--- src/rtl/hexmon_pkg.sv ---
package hexmon_pkg;

   localparam logic [7:0] CH_CR     = 8'h0D;
   localparam logic [7:0] CH_LF     = 8'h0A;
   localparam logic [7:0] CH_NUL    = 8'h00;
   localparam logic [7:0] CH_PROMPT = 8'h3E;
   localparam logic [7:0] CH_EXEC   = 8'h57;

   typedef enum logic [2:0] {
      ST_PROMPT,
      ST_FIRST,
      ST_DIGITS,
      ST_DISPATCH,
      ST_EXEC
   } mon_state_t;

   typedef struct packed {
      logic       ok;
      logic [3:0] nib;
   } nibble_t;

   // Upper-case and decimal digit decode
   function automatic nibble_t decode_upper(input logic [7:0] c);
      nibble_t r;
      r.ok  = 1'b0;
      r.nib = 4'h0;
      if (c >= 8'h30 && c <= 8'h39) begin
         r.ok  = 1'b1;
         r.nib = c[3:0];
      end else if (c >= 8'h41 && c <= 8'h46) begin
         r.ok  = 1'b1;
         r.nib = c[3:0] + 4'd9;
      end
      return r;
   endfunction

   function automatic logic is_term(input logic [7:0] c);
      return (c == CH_CR) || (c == CH_NUL);
   endfunction

endpackage

--- src/rtl/hexmon_prompt.sv ---
module hexmon_prompt
   import hexmon_pkg::*;
#(
   parameter bit CRLF = 1'b1
) (
   input  logic       clk,
   input  logic       rst_n,
   input  logic       active,
   input  logic       tx_ready,
   output logic       tx_valid,
   output logic [7:0] tx_data,
   output logic       done
);

   localparam int          LEN  = CRLF ? 3 : 2;
   localparam logic [1:0]  LAST = 2'(LEN - 1);

   logic [1:0] idx;

   generate
      if (CRLF) begin : g_crlf
         always_comb begin
            case (idx)
               2'd0:    tx_data = CH_CR;
               2'd1:    tx_data = CH_LF;
               default: tx_data = CH_PROMPT;
            endcase
         end
      end else begin : g_lf
         always_comb begin
            case (idx)
               2'd0:    tx_data = CH_LF;
               default: tx_data = CH_PROMPT;
            endcase
         end
      end
   endgenerate

   assign tx_valid = active;
   assign done     = active && tx_ready && (idx == LAST);

   always_ff @(posedge clk) begin
      if (!rst_n) begin
         idx <= 2'd0;
      end else if (!active) begin
         idx <= 2'd0;
      end else if (tx_ready) begin
         idx <= done ? 2'd0 : idx + 2'd1;
      end
   end

endmodule

--- src/rtl/hexmon_conv.sv ---
module hexmon_conv
   import hexmon_pkg::*;
#(
   parameter int VAL_W    = 16,
   parameter bit LOWER_OK = 1'b1
) (
   input  logic             clk,
   input  logic             rst_n,
   input  logic             clear,
   input  logic             feed,
   input  logic [7:0]       ch,
   output logic [VAL_W-1:0] value
);

   nibble_t dec;
   logic    stopped;

   generate
      if (LOWER_OK) begin : g_any_case
         always_comb begin
            dec = decode_upper(ch);
            if (ch >= 8'h61 && ch <= 8'h66) begin
               dec.ok  = 1'b1;
               dec.nib = ch[3:0] + 4'd9;
            end
         end
      end else begin : g_upper_only
         always_comb dec = decode_upper(ch);
      end
   endgenerate

   always_ff @(posedge clk) begin
      if (!rst_n) begin
         value   <= '0;
         stopped <= 1'b0;
      end else if (clear) begin
         value   <= '0;
         stopped <= 1'b0;
      end else if (feed) begin
         if (!stopped && dec.ok) begin
            value <= {value[VAL_W-5:0], dec.nib};
         end else begin
            stopped <= 1'b1;
         end
      end
   end

endmodule

--- src/rtl/hexmon_stack.sv ---
module hexmon_stack #(
   parameter  int DEPTH = 50,
   parameter  int VAL_W = 16,
   localparam int DW    = $clog2(DEPTH + 1),
   localparam int AW    = (DEPTH > 1) ? $clog2(DEPTH) : 1
) (
   input  logic             clk,
   input  logic             rst_n,
   input  logic             push,
   input  logic [VAL_W-1:0] din,
   output logic [DW-1:0]    depth,
   output logic [VAL_W-1:0] top,
   output logic             ovf
);

   localparam logic [DW-1:0] FULL = DW'(DEPTH);

   logic [VAL_W-1:0] mem [DEPTH];
   logic             full;
   logic [AW-1:0]    wr_ptr;
   logic [AW-1:0]    rd_ptr;

   assign full   = (depth == FULL);
   assign wr_ptr = AW'(depth);
   assign rd_ptr = AW'(depth - 1'b1);
   assign top    = (depth == '0) ? '0 : mem[rd_ptr];

   always_ff @(posedge clk) begin
      if (!rst_n) begin
         depth <= '0;
         ovf   <= 1'b0;
      end else if (push) begin
         if (full) ovf   <= 1'b1;
         else      depth <= depth + 1'b1;
      end
   end

   always_ff @(posedge clk) begin
      if (push && !full) mem[wr_ptr] <= din;
   end

endmodule

--- src/rtl/hexmon_top.sv ---
module hexmon_top
   import hexmon_pkg::*;
#(
   parameter  int STK_DEPTH = 50,
   parameter  int VAL_W     = 16,
   parameter  bit LOWER_OK  = 1'b1,
   parameter  bit CRLF      = 1'b1,
   localparam int DW        = $clog2(STK_DEPTH + 1)
) (
   input  logic             clk,
   input  logic             rst_n,
   input  logic             rx_valid,
   input  logic [7:0]       rx_data,
   output logic             rx_ready,
   output logic             tx_valid,
   output logic [7:0]       tx_data,
   input  logic             tx_ready,
   output logic             push_strobe,
   output logic [VAL_W-1:0] push_value,
   output logic [DW-1:0]    stack_depth,
   output logic [VAL_W-1:0] stack_top,
   output logic             stack_ovf,
   output logic             exec_req,
   output logic [VAL_W-1:0] exec_addr,
   input  logic             exec_done
);

   generate
      if (VAL_W < 4 || (VAL_W % 4) != 0) begin : g_bad_width
         $error("hexmon_top: VAL_W must be a positive multiple of 4");
      end
      if (STK_DEPTH < 1) begin : g_bad_depth
         $error("hexmon_top: STK_DEPTH must be at least 1");
      end
   endgenerate

   mon_state_t       state, state_nx;
   logic             exec_mode;
   logic             rx_fire;
   logic             rx_term;
   logic             prompt_done;
   logic             conv_clear;
   logic             conv_feed;
   logic [VAL_W-1:0] conv_value;

   assign rx_ready   = (state == ST_FIRST) || (state == ST_DIGITS);
   assign rx_fire    = rx_valid && rx_ready;
   assign rx_term    = is_term(rx_data);
   assign conv_clear = (state == ST_FIRST);
   assign conv_feed  = (state == ST_DIGITS) && rx_fire && !rx_term;

   hexmon_prompt #(.CRLF(CRLF)) u_prompt (
      .clk      (clk),
      .rst_n    (rst_n),
      .active   (state == ST_PROMPT),
      .tx_ready (tx_ready),
      .tx_valid (tx_valid),
      .tx_data  (tx_data),
      .done     (prompt_done)
   );

   hexmon_conv #(.VAL_W(VAL_W), .LOWER_OK(LOWER_OK)) u_conv (
      .clk   (clk),
      .rst_n (rst_n),
      .clear (conv_clear),
      .feed  (conv_feed),
      .ch    (rx_data),
      .value (conv_value)
   );

   hexmon_stack #(.DEPTH(STK_DEPTH), .VAL_W(VAL_W)) u_stack (
      .clk   (clk),
      .rst_n (rst_n),
      .push  (push_strobe),
      .din   (conv_value),
      .depth (stack_depth),
      .top   (stack_top),
      .ovf   (stack_ovf)
   );

   always_comb begin
      state_nx = state;
      case (state)
         ST_PROMPT:   if (prompt_done) state_nx = ST_FIRST;
         ST_FIRST:    if (rx_fire) state_nx = rx_term ? ST_DISPATCH : ST_DIGITS;
         ST_DIGITS:   if (rx_fire && rx_term) state_nx = ST_DISPATCH;
         ST_DISPATCH: state_nx = exec_mode ? ST_EXEC : ST_PROMPT;
         ST_EXEC:     if (exec_done) state_nx = ST_PROMPT;
         default:     state_nx = ST_PROMPT;
      endcase
   end

   always_ff @(posedge clk) begin
      if (!rst_n) begin
         state     <= ST_PROMPT;
         exec_mode <= 1'b0;
      end else begin
         state <= state_nx;
         if (state == ST_FIRST && rx_fire) begin
            exec_mode <= !rx_term && (rx_data == CH_EXEC);
         end
      end
   end

   assign push_strobe = (state == ST_DISPATCH) && !exec_mode;
   assign push_value  = conv_value;
   assign exec_req    = (state == ST_EXEC);
   assign exec_addr   = conv_value;

endmodule

--- config.mk ---
export PLATFORM = sky130hd
export DESIGN_NAME = hexmon_top
export DESIGN_NICKNAME = d
export VERILOG_FILES = /design/src/rtl/hexmon_pkg.sv /design/src/rtl/hexmon_prompt.sv /design/src/rtl/hexmon_conv.sv /design/src/rtl/hexmon_stack.sv /design/src/rtl/hexmon_top.sv
export SDC_FILE = /design/constraint.sdc
export NUM_CORES = 1
export LEC_CHECK = 0
export BUFFER_PORTS_ARGS = -buffer_cell sky130_fd_sc_hd__buf_2
export CAP_MARGIN = 10
export CORE_MARGIN = 3
export CORE_UTILIZATION = 25
export DETAILED_ROUTE_END_ITERATION = 16
export PLACE_DENSITY = 0.5
export SYNTH_ARGS = -nofsm -noshare
export SYNTH_HDL_FRONTEND = slang
export SYNTH_SLANG_ARGS = --single-unit
--- constraint.sdc ---
create_clock -name clk -period 4.3 [get_ports clk]
set_clock_uncertainty 0.05 [all_clocks]
set_input_delay 0.645 -clock clk [delete_from_list [all_inputs] [get_ports clk]]
set_output_delay 0.645 -clock clk [all_outputs]
set_load 0.05 [all_outputs]
* Yosys cells after proc, flatten, opt, wreduce, memory -nomap -nowiden *
Memory sizes are Yosys's and may differ from the RTL's.
Index checks and enable logic that the tools add are counted.

operators by class
  add/subtract/negate cells = 4
  order comparisons = 6
  eq/ne operators = 13
  mux-type cells = 15
  bitwise operators = 3
  reduce and logical (&&, ||, !) cells = 31

operators with widths
  kind                                                               count
  greater-or-equal comparator 8 x 7 -> 1 bit, second input constant  2
  less-or-equal comparator 8 x 7 -> 1 bit, second input constant     2
  2-to-1 mux 16 bit                                                  1
  2-to-1 mux 3 bit                                                   5
  2-to-1 mux 5 bit                                                   3
  case mux 3 bit (5 select lines)                                    1
  logical AND 1 bit                                                  14
  case mux 6 bit (2 select lines)                                    1
  AND reduction 2 bit                                                5
  equality test 8 x 4 -> 1 bit, second input constant                1
  equality test 8 x 7 -> 1 bit, second input constant                1
  greater-or-equal comparator 8 x 6 -> 1 bit, second input constant  1
  less-or-equal comparator 8 x 6 -> 1 bit, second input constant     1
  logical NOT 8 bit                                                  1
  adder 6 x 1 -> 6 bit, second input constant                        1
  equality test 3 x 2 -> 1 bit, second input constant                2
  equality test 6 bit, second input constant                         1
  logical NOT 6 bit                                                  1
  subtractor 6 x 1 -> 6 bit, second input constant                   1
  adder 4 bit, second input constant                                 1
  logical NOT 1 bit                                                  4
  inequality test 2 x 1 -> 1 bit, second input constant              2
  inequality test 2 bit, second input constant                       2
  AND reduction 4 bit                                                1
  other kinds (12)                                                   17

word-level totals
  register bits = 30
  RAM bits = 800
  output and inout bits = 67
  logic and storage cells = 80
  memories kept = 1

memories
  name         words  width  read ports  clocked after memory_dff  wr ports  line                text
  u_stack.mem  50     16     1           0                         1         hexmon_stack.sv:18  logic [VAL_W-1:0] mem [DEPTH];

* Depth between registers and ports, before layout *
Gate-level depths: netlist of the first run.

  depth in word-level cells = 8
  gate-level depth with buffers = 14
  gate-level depth less buffers = 8

* Modules after synthesis *
From an unflattened synthesis of the first run, not the netlist that was laid out.

second synthesis, totals
  cell total of the unflattened synthesis = 1,909
  area, all modules = 33,094.2 um^2

by module, submodules not included
  module         instances  cells an instance  area an instance (um^2)
  hexmon_stack   1          1,738              31,595.3
  hexmon_conv    1          93                 882.1
  hexmon_top     1          57                 460.4
  hexmon_prompt  1          21                 156.4

* Least setup slack after synthesis of the first run *
No wires, ideal clock.

  kind = reg2out
  from = reg u_stack.depth[0]
  to = out stack_top[0]
  data arrival time = 4.238 ns
  data required time = 3.605 ns
  path slack = -0.633 ns
  stages on the path, launching flop included = 14
  buffers on the path = 6
  path through = dfxtp_1 > buf_2 > buf_2 > inv_1 > clkbuf_1 > ha_1 > clkbuf_2 > xor2_2 > buf_6 > buf_4 > nand2_1 > o22ai_1 > a311oi_1 > a311oi_1

between the ends
  cells in the longest elaborated chain, start to end = 3
  elaborated cells on any way between the ends = 4

ends and longest elaborated chain
  what                       line                text
  start, declared            hexmon_stack.sv:11  output logic [DW-1:0] depth,
  start signal, assigned     hexmon_stack.sv:34  else depth <= depth + 1'b1;
  subtractor 6 x 1 -> 6 bit  hexmon_stack.sv:25  assign rd_ptr = AW'(depth - 1'b1);
  via u_stack.rd_ptr[0]      hexmon_stack.sv:21  logic [AW-1:0] rd_ptr;
  memory (50 x 16 bit)       -
  2-to-1 mux 16 bit          hexmon_stack.sv:26  assign top = (depth == '0) ? '0 : mem[rd_ptr];
  end, declared              hexmon_top.sv:21    output logic [VAL_W-1:0] stack_top,

The timed path passes the listed nets, and every way through them passes these cells.

* Final worst setup path of the first run *
  from = reg u_stack.depth[0]
  to = out stack_top[15]

between the ends
  cells in the longest elaborated chain, start to end = 3
  elaborated cells on any way between the ends = 4

ends and longest elaborated chain
  what                       line
  subtractor 6 x 1 -> 6 bit  hexmon_stack.sv:25
  memory (50 x 16 bit)       -
  2-to-1 mux 16 bit (*)      hexmon_stack.sv:26

Every way passes the cells marked *; elsewhere a longest branch is shown, timed or not.

==> results.md, run 1 <==
| Metric | Reported |
|:---|:---|
| Run status | completed |
| Required time worst endpoint | 3.61 ns |
| Final core utilization | 30.27% |
| CTS clock-pin slew for the worst setup and hold paths | 0.06 ns |
| Overall Global Routing Usage | 13.36% |
| Area added between synthesis and finish | 20.06% |
| Total via count in the routed design | 17170 |
| Met3 global-route usage | 2.908% |
| Slew of the pin with the lowest slew margin | 1.147 ns |
| Hold-critical path depth | 3 |
| Remaining antenna violation count after routing | 0 |
| Synth warnings | 0 |
| Clock period minus worst slack | 4.195 ns |
| Sum Neg Setup Slack | 0 ns |
| EDFF count, synth | 800 |
| Final Hold Fails | 0 |
| Endpoint of the worst register-to-register path | u_stack.mem[15][11]$_DFFE_PP_ |
| Via density per instance | 4.650 |
| Largest driver fanout on the critical path | 43 |
| Crit path setup slack, layout | 0.1050 ns |
| Sum of overflow across all layers after global routing | 0 |
| Crit path DAT | 3.50 ns |
| Pin count of the biggest net entering global routing | 78 |
| Area after DPL | 36120 sq um |
| Wire length of the first global-routing pass | 131100 um |
| TritonRoute pass-1 iters | 7 |
| Number of global-route vias before repair | 17520 |
| GRT busiest layer | met2 |
| Die X | 367.6 um |
| Kind of cell adding the most delay to the critical path | buffers and inverters |
| DRT Wirelength | 92070 um |
| CTS tree | yes |
| Filler Cell Count | 12570 |
| Post-DP HPWL | 56330 um |
| Fraction of layout instances using a drive strength above 1 | 31.14% |
| Post-synthesis sequential element count | 830 |
| Number of antenna violations at the first check in global routing | 8 |
| Fmax | 238.4 MHz |
| Longest individual stage delay on the worst path | 0.42 ns |
| Ys flop type | edfxtp_1 |
| Register cell area after layout | 24650 sq um |
| Die area | 135100 sq um |
| Number of pins with negative max-slew slack in the final report | 0 |
| Worst setup EP type | output port |
| Post-Place Setup Slack | 0.3371 ns |
| Top-level I/O count | 80 |
| Post-synthesis cell type count | 63 |
| Final worst-path cycle share | 97.56% |
| Clock Latency Late Sink | 0.64 ns |
| Power density of the placed cells | 405.0 nW/um^2 |
| H-Tree Depth | 3 |
| CP Launch Type | flip-flop |
| DRT iter0 DRCs | 1823 |
| Most frequent standard cell in the layout excluding fill and tap cells | edfxtp_1 |
| Cell row count | 132 |
| Worst vdd ir | 0.2518 mV |
| Register-to-register setup slack | 1.70 ns |
| Wire per inst | 24.94 um |
| Leading cell types in the layout, fill and taps excluded | edfxtp_1, mux4_2, buf_4, nand2_1, nor2_1 |
| Setup-violating endpoint count in the final report | 0 |
| Chip height | 367.6 um |
| Inserted Clock Buffers | 86 |
| Worst slew margin relative to its limit | 23.55% |
| Cell with the largest stage delay on the worst path | dfxtp_4 |
| RSZ-0062 raised after global routing | yes |
| Hold path startpoint | tx_ready |
| Leakage power summed over all cells | 11.49 nW |
| Combined buffer and inverter count along the critical path | 4 |
| Path type of the worst setup path | reg2out |
| Fraction of registers with async set/reset | 0% |
| Maximum capacitance violations | 0 |
| Final standard cell area without fillers | 39250 sq um |
| Cells after synthesis | 1690 |
| Post-synth top area cell | edfxtp_1 |
| Buffers on Ports | 76 |
| Multi-input logic area | 7824 sq um |
| Biggest area contributors in the synthesized netlist | edfxtp_1, mux4_2, dfxtp_1 |
| Post-synthesis average cell area | 19.34 sq um |
| Clock sink count | 830 |
| Share of the yosys chip area belonging to registers | 75.32% |
| Area inside the core boundary | 129600 sq um |
| Master cell of the clock root buffer | clkbuf_16 |
| Global routing usage on met2 | 21.97% |
| Global placer's final weighted congestion | 0.8069 |
| Reg2Reg Depth | 7 |
| Initial core utilization | 25.22% |
| DRC errors left | 0 |
| Proportion of netlist area held by the largest area contributor | 73.48% |
| Critical Path, Cell by Cell | inv_1, ha_4, buf_12, mux4_2, mux2i_2, o22ai_1, a311oi_1, buf_4, a311oi_4, clkbuf_4 |
| Capture endpoint of the worst hold path | u_prompt.idx[0]$_SDFFE_PN0P_ |
| Buffers from clock root to sink, at most | 3 |
| Area of the mapped netlist | 32690 sq um |
| Final net count | 1903 |
| Worst min-delay path class | in2reg |
| GR Layer Usage met1 | 17.87% |
| R2r startpoint | state[0]$_SDFFE_PN0P_ |
-- worst reg2reg max path, cell delays in order, from the launching register on --
cell,delay [ns]
dfxtp_1,0.51
inv_1,0.14
nor4b_2,0.24
buf_4,0.25
nand2_1,0.10
or3_1,0.48
nor2_1,0.24
buf_4,0.29
-- flip-flops by register name, indices dropped and copies added, names as in the netlist --
register,count
u_stack.ovf,1
u_stack.mem,800
exec_mode,1
state,3
u_prompt.idx,2
u_stack.depth,6
u_conv.value,16
u_conv.stopped,1
-- synthesized netlist by cell type, types with 5 or more instances --
cell type	number
a2111oi_0	8
a21oi_1	21
a221oi_1	8
a311oi_1	10
a31oi_1	22
buf_2	39
buf_4	25
clkbuf_1	43
dfxtp_1	30
edfxtp_1	800
ha_1	7
inv_1	12
mux2_2	5
mux2i_1	53
mux4_2	186
nand2_1	118
nand3_1	39
nand4_1	6
nor2_1	96
nor2b_1	12
nor3_1	22
o21ai_0	24
o221ai_1	7
o22ai_1	17
or3_1	9
xnor2_1	7
-- layer usage --
metal	vias to the layer above	routed length [um]
met4	2	1955
met5	-	14
met3	119	6326
met2	540	44760
li1	7224	-
met1	9281	39020
-- logic make-up after synthesis --
group | share of synthesized area [%]
AOI/OAI and AO/OA | 2.736
xor gates and xnor gates | 0.3177
adders and majority gates | 0.2679
buffers and inverters | 1.959
DFF | 75.32
muxes | 14.69
other | 0.02297
and+or+nand+nor | 4.688
-- repair_timing --
action                                  CTS  global route
resized for setup                        26            17
buffers inserted                          7            12
cloned                                    1             4
endpoints found under the setup margin   16            15
pin swaps                                 1             3
hold buffers                              0             0
-- layout make-up --
cell class	count	area share, %
sequential	830	62.80
multi-input combinational	735	19.93
clock buffer	107	5.763
tap	1742	5.553
timing repair buffer	218	4.791
clock inverter	47	1.039
inverter	12	0.1148
antenna	1	0.006376
-- power by group --
group / internal, mW / leakage, nW / switching, mW
clock network: 4.00 / 1.29 / 3.09
logic: 0.0221 / 3.28 / 0.0625
registers: 8.73 / 6.92 / 0.00445
total: 12.7 / 11.5 / 3.15
-- per-stage QoR --
stage	hold WS [ns]	cells	power [mW]
6_report	0.2743	3692	15.90
3_5_place_dp	0.4037	3513	8.986
5_1_grt	0.2526	3691	16.41
3_3_place_gp	0.3957	3513	8.983
4_1_cts	0.2267	3675	16.07
2_1_floorplan	0.3778	1691	8.963
-- worst max path at each step --
stage	from	to	slack, ns	cells past startpoint
final	u_stack.depth[0]$_SDFFE_PN0P_	stack_top[15]	0.11	10
after CTS	u_stack.depth[0]$_SDFFE_PN0P_	stack_top[10]	-0.0006	12
after global routing	u_stack.depth[0]$_SDFFE_PN0P_	stack_top[15]	-0.05	10
after floorplan	u_stack.depth[0]$_SDFFE_PN0P_	stack_top[4]	0.01	13
after detailed placement	u_stack.depth[0]$_SDFFE_PN0P_	stack_top[9]	0.34	10
after global placement	u_stack.depth[0]$_SDFFE_PN0P_	stack_top[9]	0.30	10
(Power assumes the default switching activity.)
==> run 2, diff against run 1 <==
--- a/config.mk
+++ b/config.mk
@@ -8,9 +8,9 @@
 export BUFFER_PORTS_ARGS = -buffer_cell sky130_fd_sc_hd__buf_2
 export CAP_MARGIN = 10
 export CORE_MARGIN = 3
-export CORE_UTILIZATION = 25
+export CORE_UTILIZATION = 30
 export DETAILED_ROUTE_END_ITERATION = 16
-export PLACE_DENSITY = 0.5
+export PLACE_DENSITY = 0.55
 export SYNTH_ARGS = -nofsm -noshare
 export SYNTH_HDL_FRONTEND = slang
 export SYNTH_SLANG_ARGS = --single-unit
==> run 2 against run 1 <==
  * Count of clock-buffer cells in the layout down 5
  * Register-to-register slack got worse by 0.27 ns
  * Largest power group unchanged
  * Cell area down 1.5%
  * Sequential power hardly changed
  * Final cell count fell by 9.8%
  * Routed wire length fell by 7.3%
  * Non-clock buffer count fell by 20
  * First-iteration DRC count is 0.77% lower
==> results.md, run 2 (synthesized netlist as in run 1, its figures left out) <==
| Metric | Reported | Change |
|:---|:---|:---|
| Slew of the pin with the lowest slew margin | 1.173 ns | +0.02628 ns |
| DRT iter0 DRCs | 1809 | -0.77% |
| Wire length of the first global-routing pass | 123800 um | -5.5% |
| Total net switching power | 3.120 mW | -1.0% |
| Proportion of power drawn by combinational gates | 0.5% | about the same |
| Leakage power summed over all cells | 11.38 nW | -0.90% |
| Leading cell types in the layout, fill and taps excluded | edfxtp_1, mux4_2, nand2_1, buf_4, nor2_1 |  |
| CTS clock-pin slew for the worst setup and hold paths | 0.06 ns | about the same |
| Area added between synthesis and finish | 18.30% |  |
| Clock period minus worst slack | 4.214 ns | +0.01914 ns |
| Register share of total power | 54.8% | about the same |
| Wire per inst | 25.63 um | +2.8% |
| Worst setup EP type | output port |  |
| Overall Global Routing Usage | 15.06% | +1.7 points |
| Worst slew margin relative to its limit | 21.80% | -1.8 points |
| Power density of the placed cells | 412.2 nW/um^2 | +1.8% |
| DRC errors left | 0 | unchanged |
| Total via count in the routed design | 16900 | -1.6% |
| Cts hold-fix bufs | 0 | unchanged |
| Clock sink count | 830 | unchanged |
| Pin count of the biggest net entering global routing | 74 | -5.1% |
| Run status | completed |  |
| Number of flip-flops under the largest register name | 800 | unchanged |
| R2r startpoint | state[0]$_SDFFE_PN0P_ |  |
| Number of antenna violations at the first check in global routing | 3 | -5 |
| Fmax | 237.3 MHz | -0.45% |
| Remaining antenna violation count after routing | 0 | unchanged |
| Fraction of layout instances using a drive strength above 1 | 31.03% | -0.12 points |
| Register cell area after layout | 24650 sq um | unchanged |
| Register-to-register setup slack | 1.43 ns | -0.27 ns |
| Master cell of the clock root buffer | clkbuf_16 |  |
| Post-DP HPWL | 52100 um | -7.5% |
| Largest driver fanout on the critical path | 10 | -77% |
| Via density per instance | 5.074 | +9.1% |
| Global placer's final weighted congestion | 0.8459 | +4.8% |
| Register ranked first by flip-flop count | u_stack.mem |  |
| Final core utilization | 35.93% | +5.7 points |
| DRT Wirelength | 85330 um | -7.3% |
| Final worst-path cycle share | 98.00% | +0.45 points |
| Multi-input logic area | 7946 sq um | +1.6% |
| Setup-violating endpoint count in the final report | 0 | unchanged |
| Buffers on Ports | 76 | unchanged |
| Destination of the critical timing path | stack_top[0] |  |
| Power after layout | 15.94 mW | +0.29% |
| CP Launch Type | flip-flop |  |
| Worst min-delay path class | in2reg |  |
| Endpoint of the worst register-to-register path | u_stack.mem[6][14]$_DFFE_PP_ |  |
| Hold path startpoint | tx_ready |  |
| Number of pins with negative max-slew slack in the final report | 0 | unchanged |
| Final Hold Fails | 0 | unchanged |
| H-Tree Depth | 3 | unchanged |
| Filler Cell Count | 9812 | -22% |
| Maximum capacitance violations | 0 | unchanged |
| Clock share of power | 44.7% | about the same |
| Path type of the worst setup path | reg2out |  |
| Crit path DAT | 3.52 ns | +0.02 ns |
| Sum of overflow across all layers after global routing | 0 | unchanged |
| Top-level I/O count | 80 | unchanged |
| RSZ-0062 raised after global routing | yes |  |
| TritonRoute pass-1 iters | 8 | +1 |
| Initial core utilization | 30.37% | +5.2 points |
| Registers with the most flip-flops | u_stack.mem (800), u_conv.value (16), u_stack.depth (6) |  |
| Die X | 336.1 um | -8.6% |
| Cell Int Power | 12.82 mW | +0.62% |
| Worst setup startpoint | u_stack.depth[0]$_SDFFE_PN0P_ |  |
| Worst vdd ir | 0.2879 mV | +14% |
| CTS tree | yes |  |
| Hold-critical path depth | 3 | unchanged |
| Number of global-route vias before repair | 17240 | -1.6% |
| Inserted Clock Buffers | 84 | -2.3% |
| Final net count | 1881 | -1.2% |
| Cell row count | 120 | -9.1% |
| Clock Latency Late Sink | 0.65 ns | about the same |
| Chip height | 336.1 um | -8.6% |
| Most frequent standard cell in the layout excluding fill and tap cells | edfxtp_1 |  |
| Net switching fraction of the power | 19.57% | -0.26 points |
| Required time worst endpoint | 3.61 ns | about the same |
| Reg2Reg Depth | 7 | unchanged |
| Die area | 113000 sq um | -16% |
| Buffers from clock root to sink, at most | 3 | unchanged |
| Area inside the core boundary | 107700 sq um | -17% |
## run 2: cell types whose count changed in the layout (fill, tap and decap cells not counted), sizes merged
cell	change
clkbuf	-9
bufinv	+2
buf	-16
clkinv	-1
clkinvlp	-1
diode	+2
## run 2: worst min-delay path by stage
stage	slack (ns)	endpoint
after floorplan	0.38	u_conv.stopped$_SDFFE_PP0P_
after global placement	0.39	u_conv.stopped$_SDFFE_PP0P_
after detailed placement	0.42	u_conv.stopped$_SDFFE_PP0P_
after CTS	0.26	u_prompt.idx[1]$_SDFFE_PN0P_
after global routing	0.31	u_prompt.idx[1]$_SDFFE_PN0P_
final	0.30	u_prompt.idx[1]$_SDFFE_PN0P_
## run 2: area by class of cell
type                    instances  area share [%]
flip-flops and latches        830           63.73
multi-input cells             735           20.55
repair buffers                198           4.086
clock buffers                 102           5.772
well taps                    1403           4.539
diodes                          3         0.01941
clock inverters                47           1.187
inverters                      12          0.1165
## run 2: critical path, stage by stage (launching register included)
cell and delay [ns]:
dfxtp_4 0.43, inv_1 0.11, ha_4 0.30, buf_4 0.17, buf_4 0.13, buf_4 0.20
mux4_2 0.25, mux2i_1 0.08, o22ai_2 0.39, a311oi_2 0.11, buf_4 0.18, a311oi_4 0.26
buf_4 0.24
## run 2: per-layer routing
| metal | wire length, um | part of all wire (%) | global-route usage [%] | vias to the layer above |
|---|---|---|---|---|
| li1 | - | - | - | 7184 |
| met1 | 36960 | 43 | 21.34 | 8995 |
| met2 | 40640 | 48 | 23.86 | 599 |
| met3 | 5920 | 6.9 | 2.870 | 119 |
| met4 | 1820 | 2.1 | 3.967 | 0 |
| met5 | 0 | 0 | 0 | - |
## run 2: power groups by stage
stage	sequential (mW)	combinational [mW]	clock (mW)
after floorplan	8.90	0.0637	0
after global placement	8.90	0.0834	0
after detailed placement	8.90	0.0852	0
after CTS	8.73	0.0858	7.30
after global routing	8.72	0.0906	7.61
final	8.73	0.0847	7.13
## run 2: per-stage QoR
step	setup TNS (ns)	area [sq um]	hold slack [ns]	std cells	setup WS (ns)
3_5_place_dp	0	35590	0.4210	3172	0.03831
3_3_place_gp	-0.03937	35590	0.3944	3172	-0.03937
5_1_grt	-0.01462	38670	0.3094	3327	-0.01437
2_1_floorplan	0	32910	0.3778	1691	0.01257
6_report	0	38670	0.2961	3330	0.08586
4_1_cts	-0.01486	38550	0.2584	3327	-0.005497
## run 2: repair_timing
item	in CTS	in global routing
pin swaps	3	2
endpoints found under the setup margin	16	13
gates cloned	1	0
gates resized for setup	43	26
buffers inserted	5	0
